<file path="src/rtl/txf_pkg.sv">
package txf_pkg;
    // Kind of the most recent access; used to resolve equal pointers.
    typedef enum logic {
        ACC_READ  = 1'b0,
        ACC_WRITE = 1'b1
    } acc_e;
endpackage

</file>
<file path="src/rtl/txf_store.sv">
module txf_store #(
    parameter int DATA_W = 16,
    parameter int DEPTH  = 16,
    localparam int PTR_W = $clog2(DEPTH)
) (
    input  logic              clk,
    input  logic              we,
    input  logic [PTR_W-1:0]  waddr,
    input  logic [DATA_W-1:0] wdata,
    input  logic [PTR_W-1:0]  raddr,
    output logic [DATA_W-1:0] rdata
);
    logic [DATA_W-1:0] mem_q [DEPTH];

    always_ff @(posedge clk) begin
        if (we) begin
            mem_q[waddr] <= wdata;
        end
    end

    // Read is combinational so a same-cycle write is seen only afterwards.
    assign rdata = mem_q[raddr];
endmodule

</file>
<file path="src/rtl/txf_ctrl.sv">
module txf_ctrl
    import txf_pkg::*;
#(
    parameter int DATA_W = 16,
    parameter int DEPTH  = 16,
    localparam int PTR_W = $clog2(DEPTH)
) (
    input  logic              clk,
    input  logic              rst_n,
    input  logic              wr_en,
    input  logic              pull,
    input  logic [DATA_W-1:0] rd_word,
    output logic [PTR_W-1:0]  wr_addr,
    output logic [PTR_W-1:0]  rd_addr,
    output logic [DATA_W-1:0] pull_data,
    output logic              full,
    output logic              empty,
    output logic              underrun,
    output logic              irq
);
    localparam logic [PTR_W-1:0] STEP_BACK = PTR_W'(DEPTH - 1);
    localparam logic [PTR_W-1:0] ONE       = PTR_W'(1);

    typedef struct packed {
        logic [PTR_W-1:0]  rp;
        logic [PTR_W-1:0]  wp;
        acc_e              last;
        logic [DATA_W-1:0] data;
        logic              und;
        logic              irq;
    } state_t;

    state_t st_q, st_d;
    logic   ptr_eq;
    logic   next_full;

    always_comb begin
        st_d   = st_q;
        ptr_eq = (st_q.rp == st_q.wp);
        empty  = ptr_eq && (st_q.last == ACC_READ);
        full   = ptr_eq && (st_q.last == ACC_WRITE);

        if (pull) begin
            st_d.rp = st_q.rp + ONE;
            if (empty) begin
                // Undo the advance: previous word is presented again.
                st_d.rp  = st_d.rp + STEP_BACK;
                st_d.und = 1'b1;
            end else begin
                st_d.data = rd_word;
            end
        end

        if (wr_en) begin
            st_d.wp = st_q.wp + ONE;
        end

        if (wr_en) begin
            st_d.last = ACC_WRITE;
        end else if (pull) begin
            st_d.last = ACC_READ;
        end

        next_full = (st_d.rp == st_d.wp) && (st_d.last == ACC_WRITE);
        st_d.irq  = pull && !empty && !next_full;
    end

    always_ff @(posedge clk) begin
        if (!rst_n) begin
            st_q <= '{rp: '0, wp: '0, last: ACC_READ, data: '0, und: 1'b0, irq: 1'b0};
        end else begin
            st_q <= st_d;
        end
    end

    assign wr_addr   = st_q.wp;
    assign rd_addr   = st_q.rp;
    assign pull_data = st_q.data;
    assign underrun  = st_q.und;
    assign irq       = st_q.irq;

    AST_FULL_EMPTY_EXCL: assert property (@(posedge clk) disable iff (!rst_n)
        !(full && empty));
    AST_WP_ADVANCE: assert property (@(posedge clk) disable iff (!rst_n)
        wr_en |=> (st_q.wp == $past(st_q.wp) + ONE));
    AST_FULL_ONLY_BY_WRITE: assert property (@(posedge clk) disable iff (!rst_n)
        $rose(full) |-> $past(wr_en));
    AST_REPLAY_HOLDS_WORD: assert property (@(posedge clk) disable iff (!rst_n)
        (pull && empty) |=> $stable(pull_data));
    AST_REPLAY_KEEPS_RP: assert property (@(posedge clk) disable iff (!rst_n)
        (pull && empty) |=> $stable(st_q.rp));
    AST_UNDERRUN_STICKY: assert property (@(posedge clk) disable iff (!rst_n)
        underrun |=> underrun);
    AST_NO_IRQ_ON_UNDERRUN: assert property (@(posedge clk) disable iff (!rst_n)
        (pull && empty) |=> !irq);
    AST_IRQ_NEEDS_PULL: assert property (@(posedge clk) disable iff (!rst_n)
        !pull |=> !irq);
endmodule

</file>
<file path="src/rtl/tx_fifo_replay.sv">
module tx_fifo_replay #(
    parameter int DATA_W = 16,
    parameter int DEPTH  = 16
) (
    input  logic              clk,
    input  logic              rst_n,
    input  logic              wr_en,
    input  logic [DATA_W-1:0] wr_data,
    input  logic              pull,
    output logic [DATA_W-1:0] pull_data,
    output logic              full,
    output logic              empty,
    output logic              underrun,
    output logic              irq
);
    localparam int PTR_W = $clog2(DEPTH);

    logic [PTR_W-1:0]  wr_addr;
    logic [PTR_W-1:0]  rd_addr;
    logic [DATA_W-1:0] rd_word;

    txf_store #(.DATA_W(DATA_W), .DEPTH(DEPTH)) u_store (
        .clk   (clk),
        .we    (wr_en),
        .waddr (wr_addr),
        .wdata (wr_data),
        .raddr (rd_addr),
        .rdata (rd_word)
    );

    txf_ctrl #(.DATA_W(DATA_W), .DEPTH(DEPTH)) u_ctrl (
        .clk       (clk),
        .rst_n     (rst_n),
        .wr_en     (wr_en),
        .pull      (pull),
        .rd_word   (rd_word),
        .wr_addr   (wr_addr),
        .rd_addr   (rd_addr),
        .pull_data (pull_data),
        .full      (full),
        .empty     (empty),
        .underrun  (underrun),
        .irq       (irq)
    );
endmodule

</file>
<file path="config.mk">
export PLATFORM = sky130hd
export DESIGN_NAME = tx_fifo_replay
export DESIGN_NICKNAME = d
export VERILOG_FILES = /design/src/rtl/txf_pkg.sv /design/src/rtl/txf_store.sv /design/src/rtl/txf_ctrl.sv /design/src/rtl/tx_fifo_replay.sv
export SDC_FILE = /design/constraint.sdc
export NUM_CORES = 1
export LEC_CHECK = 0
export BUFFER_PORTS_ARGS = -buffer_cell sky130_fd_sc_hd__buf_4
export CORE_UTILIZATION = 38
export CTS_CLUSTER_DIAMETER = 60
export DETAILED_ROUTE_END_ITERATION = 8
export SLEW_MARGIN = 10
export SYNTH_ARGS = -nofsm -noshare
export SYNTH_HDL_FRONTEND = slang
export SYNTH_SLANG_ARGS = --single-unit
</file>
<file path="constraint.sdc">
create_clock -name clk -period 2.58 [get_ports clk]
set_input_delay 0.258 -clock clk [delete_from_list [all_inputs] [get_ports clk]]
set_output_delay 0.258 -clock clk [all_outputs]
set_load 0.05 [all_outputs]
</file>
# --- Yosys cells after proc, flatten, opt, wreduce, memory -nomap -nowiden ---
# Memory sizes are Yosys's and may differ from the RTL's. A register that Yosys moved wholly into a read port is not among the register bits.
# Cells that the tools add are included.
totals:
  regBits: 11
  latchBits: 0
  ramBits: 256
  mem_bits_ro: 0
  output_inout_bits: 20
  n_memories: 1
memory_table:
  columns: ["name", "words", "word_bits", "read_ports", "rd_ports_with_merged_regs", "wr", "line", "text"]
  rows:
  - ["u_store.mem_q", 16, 16, 1, 1, 1, "txf_store.sv:13", "logic [DATA_W-1:0] mem_q [DEPTH];"]
classes:
  n_addsub: 3
  n_mul: 0
  n_div: 0
  n_lt_le_gt_ge: 0
  eq_ne: 2
  shifts: 0
  n_mux: 7
  bitwise: 2
  reduce_logical: 10
op_table:
  columns: ["cell", "n"]
  rows:
  - ["4-bit two-way mux", 3]
  - ["4-bit by 1-bit adder with 4-bit output (second input constant)", 2]
  - ["4-bit equality test", 2]
  - ["1-bit logical AND", 5]
  - ["4-bit adder (second input constant)", 1]
  - ["1-bit two-way mux", 4]
  - ["2-bit AND reduction", 2]
  - ["1-bit zero test", 3]
  - ["1-bit inverter", 2]

# --- Longest topological paths before layout ---
logic_depth:
  word_depth: 8
  mapped_depth: 9

# --- Hierarchy ---
# Synthesis repeated with hierarchy kept, for this count alone.
unflattened:
  hier_cells: 583
  hier_area_um2: 11187.0
modules_own_cells:
  columns: ["module", "instances", "cells_each", "area_each_um2"]
  rows:
  - ["txf_store", 1, 416, 9723.1]
  - ["txf_ctrl", 1, 167, 1463.9]

# --- Worst setup path before layout ---
# Ideal clock, no wire load.
synth_path:
  kind: "register -> register"
  start: "reg u_ctrl.st_q, in the netlist u_ctrl.wr_addr[0]"
  end: "mem u_store.mem_q[3][0] (enable)"
  setup_time_ns: 0.409
  t_arrival_ns: 1.863
  t_required_ns: 2.171
  path_slack_ns: 0.308
  stages_incl_launch_ff: 4
  n_path_buf: 0
  period_less_slack_ns: 2.272
  path_cell_list: "dfxtp_1 ha_1 nand2_1 nor3_1"
synth_rtl:
  columns: ["element", "line", "text"]
  rows:
  - ["start: declaration", "txf_ctrl.sv:33", "state_t st_q, st_d;"]
  - ["start signal: assignment", "txf_ctrl.sv:70", "st_q <= '{rp: '0, wp: '0, last: ACC_READ, data: '0, und: 1'b0, irq: 1'b0};"]
  - ["start signal: assignment", "txf_ctrl.sv:72", "st_q <= st_d;"]
  - ["end: declaration", "txf_store.sv:13", null]
# No word-level cell before the write port.

# --- Worst setup path after layout ---
layout_path:
  start: "reg u_ctrl.st_q, in the netlist u_ctrl.wr_addr[3]"
  end: "out empty"
layout_via:
  elab_chain_len: 2
layout_lines:
  columns: ["element", "line", "text"]
  rows:
  - ["4-bit equality test", "txf_ctrl.sv:39", "ptr_eq = (st_q.rp == st_q.wp);"]
  - ["1-bit logical AND", "txf_ctrl.sv:40", "empty = ptr_eq && (st_q.last == ACC_READ);"]
  - ["end: declaration", "tx_fifo_replay.sv:12", "output logic empty,"]
# Every way passes these cells.

==> results.txt <==
- DIE AREA: 30450 um^2
- Clock input transition at the sequential cells of the worst setup and hold paths: 60 ps
* IO Pins: 40
* Synthesized area: 11310 um^2
- Via count of the first global-routing pass: 5684
- Data arrives at the worst endpoint at 2100 ps.
* Setup-failing EPs final: 0
- Post-route minimum period: 2360 ps
* Type of the most critical hold path: in2reg
- Hold Path End: u_store.mem_q[13][9]
- The analysis attributes to cell leakage a power of 4.211 nW.
- Remaining max-slew budget at the tightest pin: roughly 59%
- Once the clock tree was built, the resizer swapped 0 gates to a different size.
- STA classifies the critical path endpoint as an output port.
- TritonCTS built the clock tree.
* Share of the yosys chip area belonging to registers: about 73%
- The detailed router placed 5324 vias in this run.
- The synthesized design contains 283 register bits.
- Total power divided by cell area: 821.3 nW/um^2
- The clock arrives with 4.537 ps of skew.
- For this configuration, the core starts out at a cell density of 38.97%.
- Yosys attributes the largest share of cell area to edfxtp_1, mux4_2, dfxtp_1.
* Cell at the root of the clock tree: clkbuf_16
- The first global-routing pass estimated 35.89 mm of wire.
- For this design, the sink count on the clock tree is 283.
* Remaining number of nets flagged by the antenna check after routing: 0
* Hold violation count in the final report: 0
- Most area-hungry cell type in the Yosys netlist: edfxtp_1
- Share of post-route cells with drive strength above 1: a little over a third
- Launch point of the worst hold path: wr_data[9]
* Core Footprint: 29010 um^2
* Gr usage total: roughly 16%
* Count of flip-flops with a built-in enable after synthesis: 256
- Synth Flop Type: edfxtp_1
- Avg WL per Cell: ~23 um
- Max-capacitance violation count: 0
* Largest net degree at the start of global routing: 68
- Fraction of synthesis flops using an asynchronous set or reset pin: 0%
- Compared with the post-synthesis result, the final layout area differs by 15.47%.
- Of the post-synthesis cell area, the dominant cell type holds approximately 68%.
- Fill cell instance count of the final layout: roughly 2500
- In the synthesized netlist, the cells that appear most often are edfxtp_1, mux4_2, a22oi_1.
- Final weighted congestion of routability-driven global placement: 0.7719
- The most common cell in the synthesized netlist is edfxtp_1.
* Net count of the mapped netlist: 597
* H-tree depth: 1
- Derived from the worst setup path, the maximum achievable clock frequency is 423.8 MHz.
- The die is 174.5 um tall.
- Number of standard cells after synthesis: 572
* End of the worst register-to-register path: u_ctrl.pull_data[13]
- Detailed placement finished with a half-perimeter wire length of between 10 and 15 mm.
- During synthesis, Yosys emitted a total of 0 warnings.
- Global routing finished with a remaining overflow of 0.
- Number of detailed-route iterations in the first pass: 5
- Worst slew pin tran: 616.3 ps
* Hold buffers post-CTS: 0
- By startpoint and endpoint, the worst setup path is classified as reg2out.
- Net count reported at finish: 648
- Peak supply drop: approximately 560 uV
- After the first detailed-routing iteration, the DRC count stood at 455.
* Routed WL: roughly 24 mm
* Post-CTS setup buffer count: 0
- The floorplan step set the die width to about 170 um.
- R2R cell count: 7
- Cell depth of the worst hold path: 1
* Reg2Reg Setup Slack: 410 ps
- The longest clock path from root to sink contains 3 buffers.
- Using the TritonRoute via totals, the vias-per-cell ratio works out to 5.164.
* Critical Path RT: 2320 ps
- FF-to-FF Start: u_ctrl.wr_addr[3]
- Number of port buffers: 39
* Share of the clock period used by the worst path after layout: 91.47%
* Number of buffers created by CTS: 30
- Pins Over Slew Limit: 0
- Row count: 62
* Number of cells in the finished layout apart from fillers: 1031
- Synthesized area per cell: 19.77 um^2
- At the end of the flow the core is filled with cells to 45.00%.
* Post-detailed-route DRC marker count: 0
- For the worst-skew pair, the clock arrives at the later sink with an insertion delay of ~540 ps.
- Category of the worst setup path launch point: flip-flop
- Initial antenna violation count: 0
* Highest net fanout along the worst path: 9
- Distinct cell type count of the synthesized netlist: a little over 40
* Final-layout setup total negative slack: 0 ps
* Outcome: complete, no violations
- Placed insts: 975
* RSZ-0062 raised after global routing: false
* Antenna diodes: 0
-- final cells by class --
type	count	area, um^2	area share, %
well taps	384	480.5	3.680
multi-input cells	236	2775	21.26
repair buffers	70	638.1	4.888
clock inverters	17	105.1	0.8051
clock buffers	39	815.8	6.249
flip-flops and latches	283	8233	63.06
inverters	2	7.507	0.05750
-- power breakdown --
group | internal (mW) | switching (mW) | total [mW]
registers | 5.11 | 0.0789 | 5.19
logic | 0.699 | 0.866 | 1.56
clock network | 2.31 | 1.66 | 3.97
-- per-layer routing --
metal  part of all wire [%]  vias up  global-route usage (%)
li1                       -     2385                       -
met1                     43     2790                   21.76
met2                     50      125                   27.24
met3                    4.7       24                   2.253
met4                    1.5        0                   3.659
met5                      0        -                       0
-- state kept, by name, summed over array words and instances (netlist names) --
name	flops
u_ctrl.pull_data	16
u_ctrl.rd_addr	4
u_ctrl.irq	1
u_ctrl.wr_addr	4
u_ctrl.st_q	1
u_store.mem_q	256
u_ctrl.underrun	1
-- worst max-delay path by stage --
stage / startpoint / to / slack, ps / cells after the start
3_5_place_dp: u_ctrl.wr_addr[3] / u_ctrl.pull_data[13] / 420 / 7
4_1_cts: u_ctrl.wr_addr[3] / empty / 190 / 4
2_1_floorplan: u_ctrl.wr_addr[0] / u_store.mem_q[3][0] / 310 / 3
5_1_grt: u_ctrl.wr_addr[3] / empty / 100 / 4
3_3_place_gp: u_ctrl.wr_addr[2] / u_ctrl.pull_data[6] / 490 / 7
6_report: u_ctrl.wr_addr[3] / empty / 220 / 4
-- cells by family after synthesis --
| group | after synthesis | synth area share [%] |
|---|---|---|
| multiplexers | 66 | 12.93 |
| AND/OR/NAND/NOR | 72 | 3.663 |
| flip-flops | 283 | 72.78 |
| XOR/XNOR | 17 | 1.516 |
| AO/OA/AOI/OAI | 76 | 5.445 |
| buffers and inverters | 53 | 3.121 |
| adder cells (fa/ha/maj) | 5 | 0.5533 |
-- worst max-delay path, cell delays in order, from the launching register on --
cell	delay [ps]
dfxtp_1	550
xor2_1	160
nor4_4	400
and2b_4	250
buf_4	200
-- layout by cell type, fill, tap and decap left out, types with 2 or more instances in the layout --
cell type / Yosys / final
clkinv_1: 0 / 8
nand2_2: 16 / 16
clkinv_2: 0 / 6
nor2_2: 0 / 12
mux4_2: 64 / 64
mux2i_1: 2 / 2
inv_1: 2 / 2
buf_12: 3 / 9
xnor2_1: 5 / 5
xor2_1: 10 / 10
o21ai_0: 2 / 2
a21oi_1: 4 / 4
a21o_1: 17 / 17
nand2b_1: 3 / 3
buf_4: 18 / 61
nor3_2: 0 / 4
a22oi_1: 32 / 32
and2_1: 6 / 6
edfxtp_1: 256 / 256
nor2_1: 15 / 3
nand3b_1: 2 / 2
clkinvlp_4: 0 / 2
clkbuf_1: 14 / 7
clkbuf_16: 0 / 31
ha_1: 5 / 5
dfxtp_1: 27 / 25
nand2_1: 10 / 10
nor2b_1: 8 / 8
a21boi_2: 16 / 16
-- metrics by stage --
stage / setup WS (ps) / total power, mW / hold WS [ps] / instance area [um^2]
floorplan: 307.7 / 6.542 / 356.9 / 11310
detailed placement: 423.6 / 6.880 / 456.6 / 12130
CTS: 190.6 / 10.85 / 2.761 / 13060
finish: 220.2 / 10.72 / 14.97 / 13060
global placement: 494.3 / 6.852 / 451.2 / 12130
global route: 101.2 / 11.13 / 12.07 / 13060
Note: power is estimated with default switching activity, not from simulation.
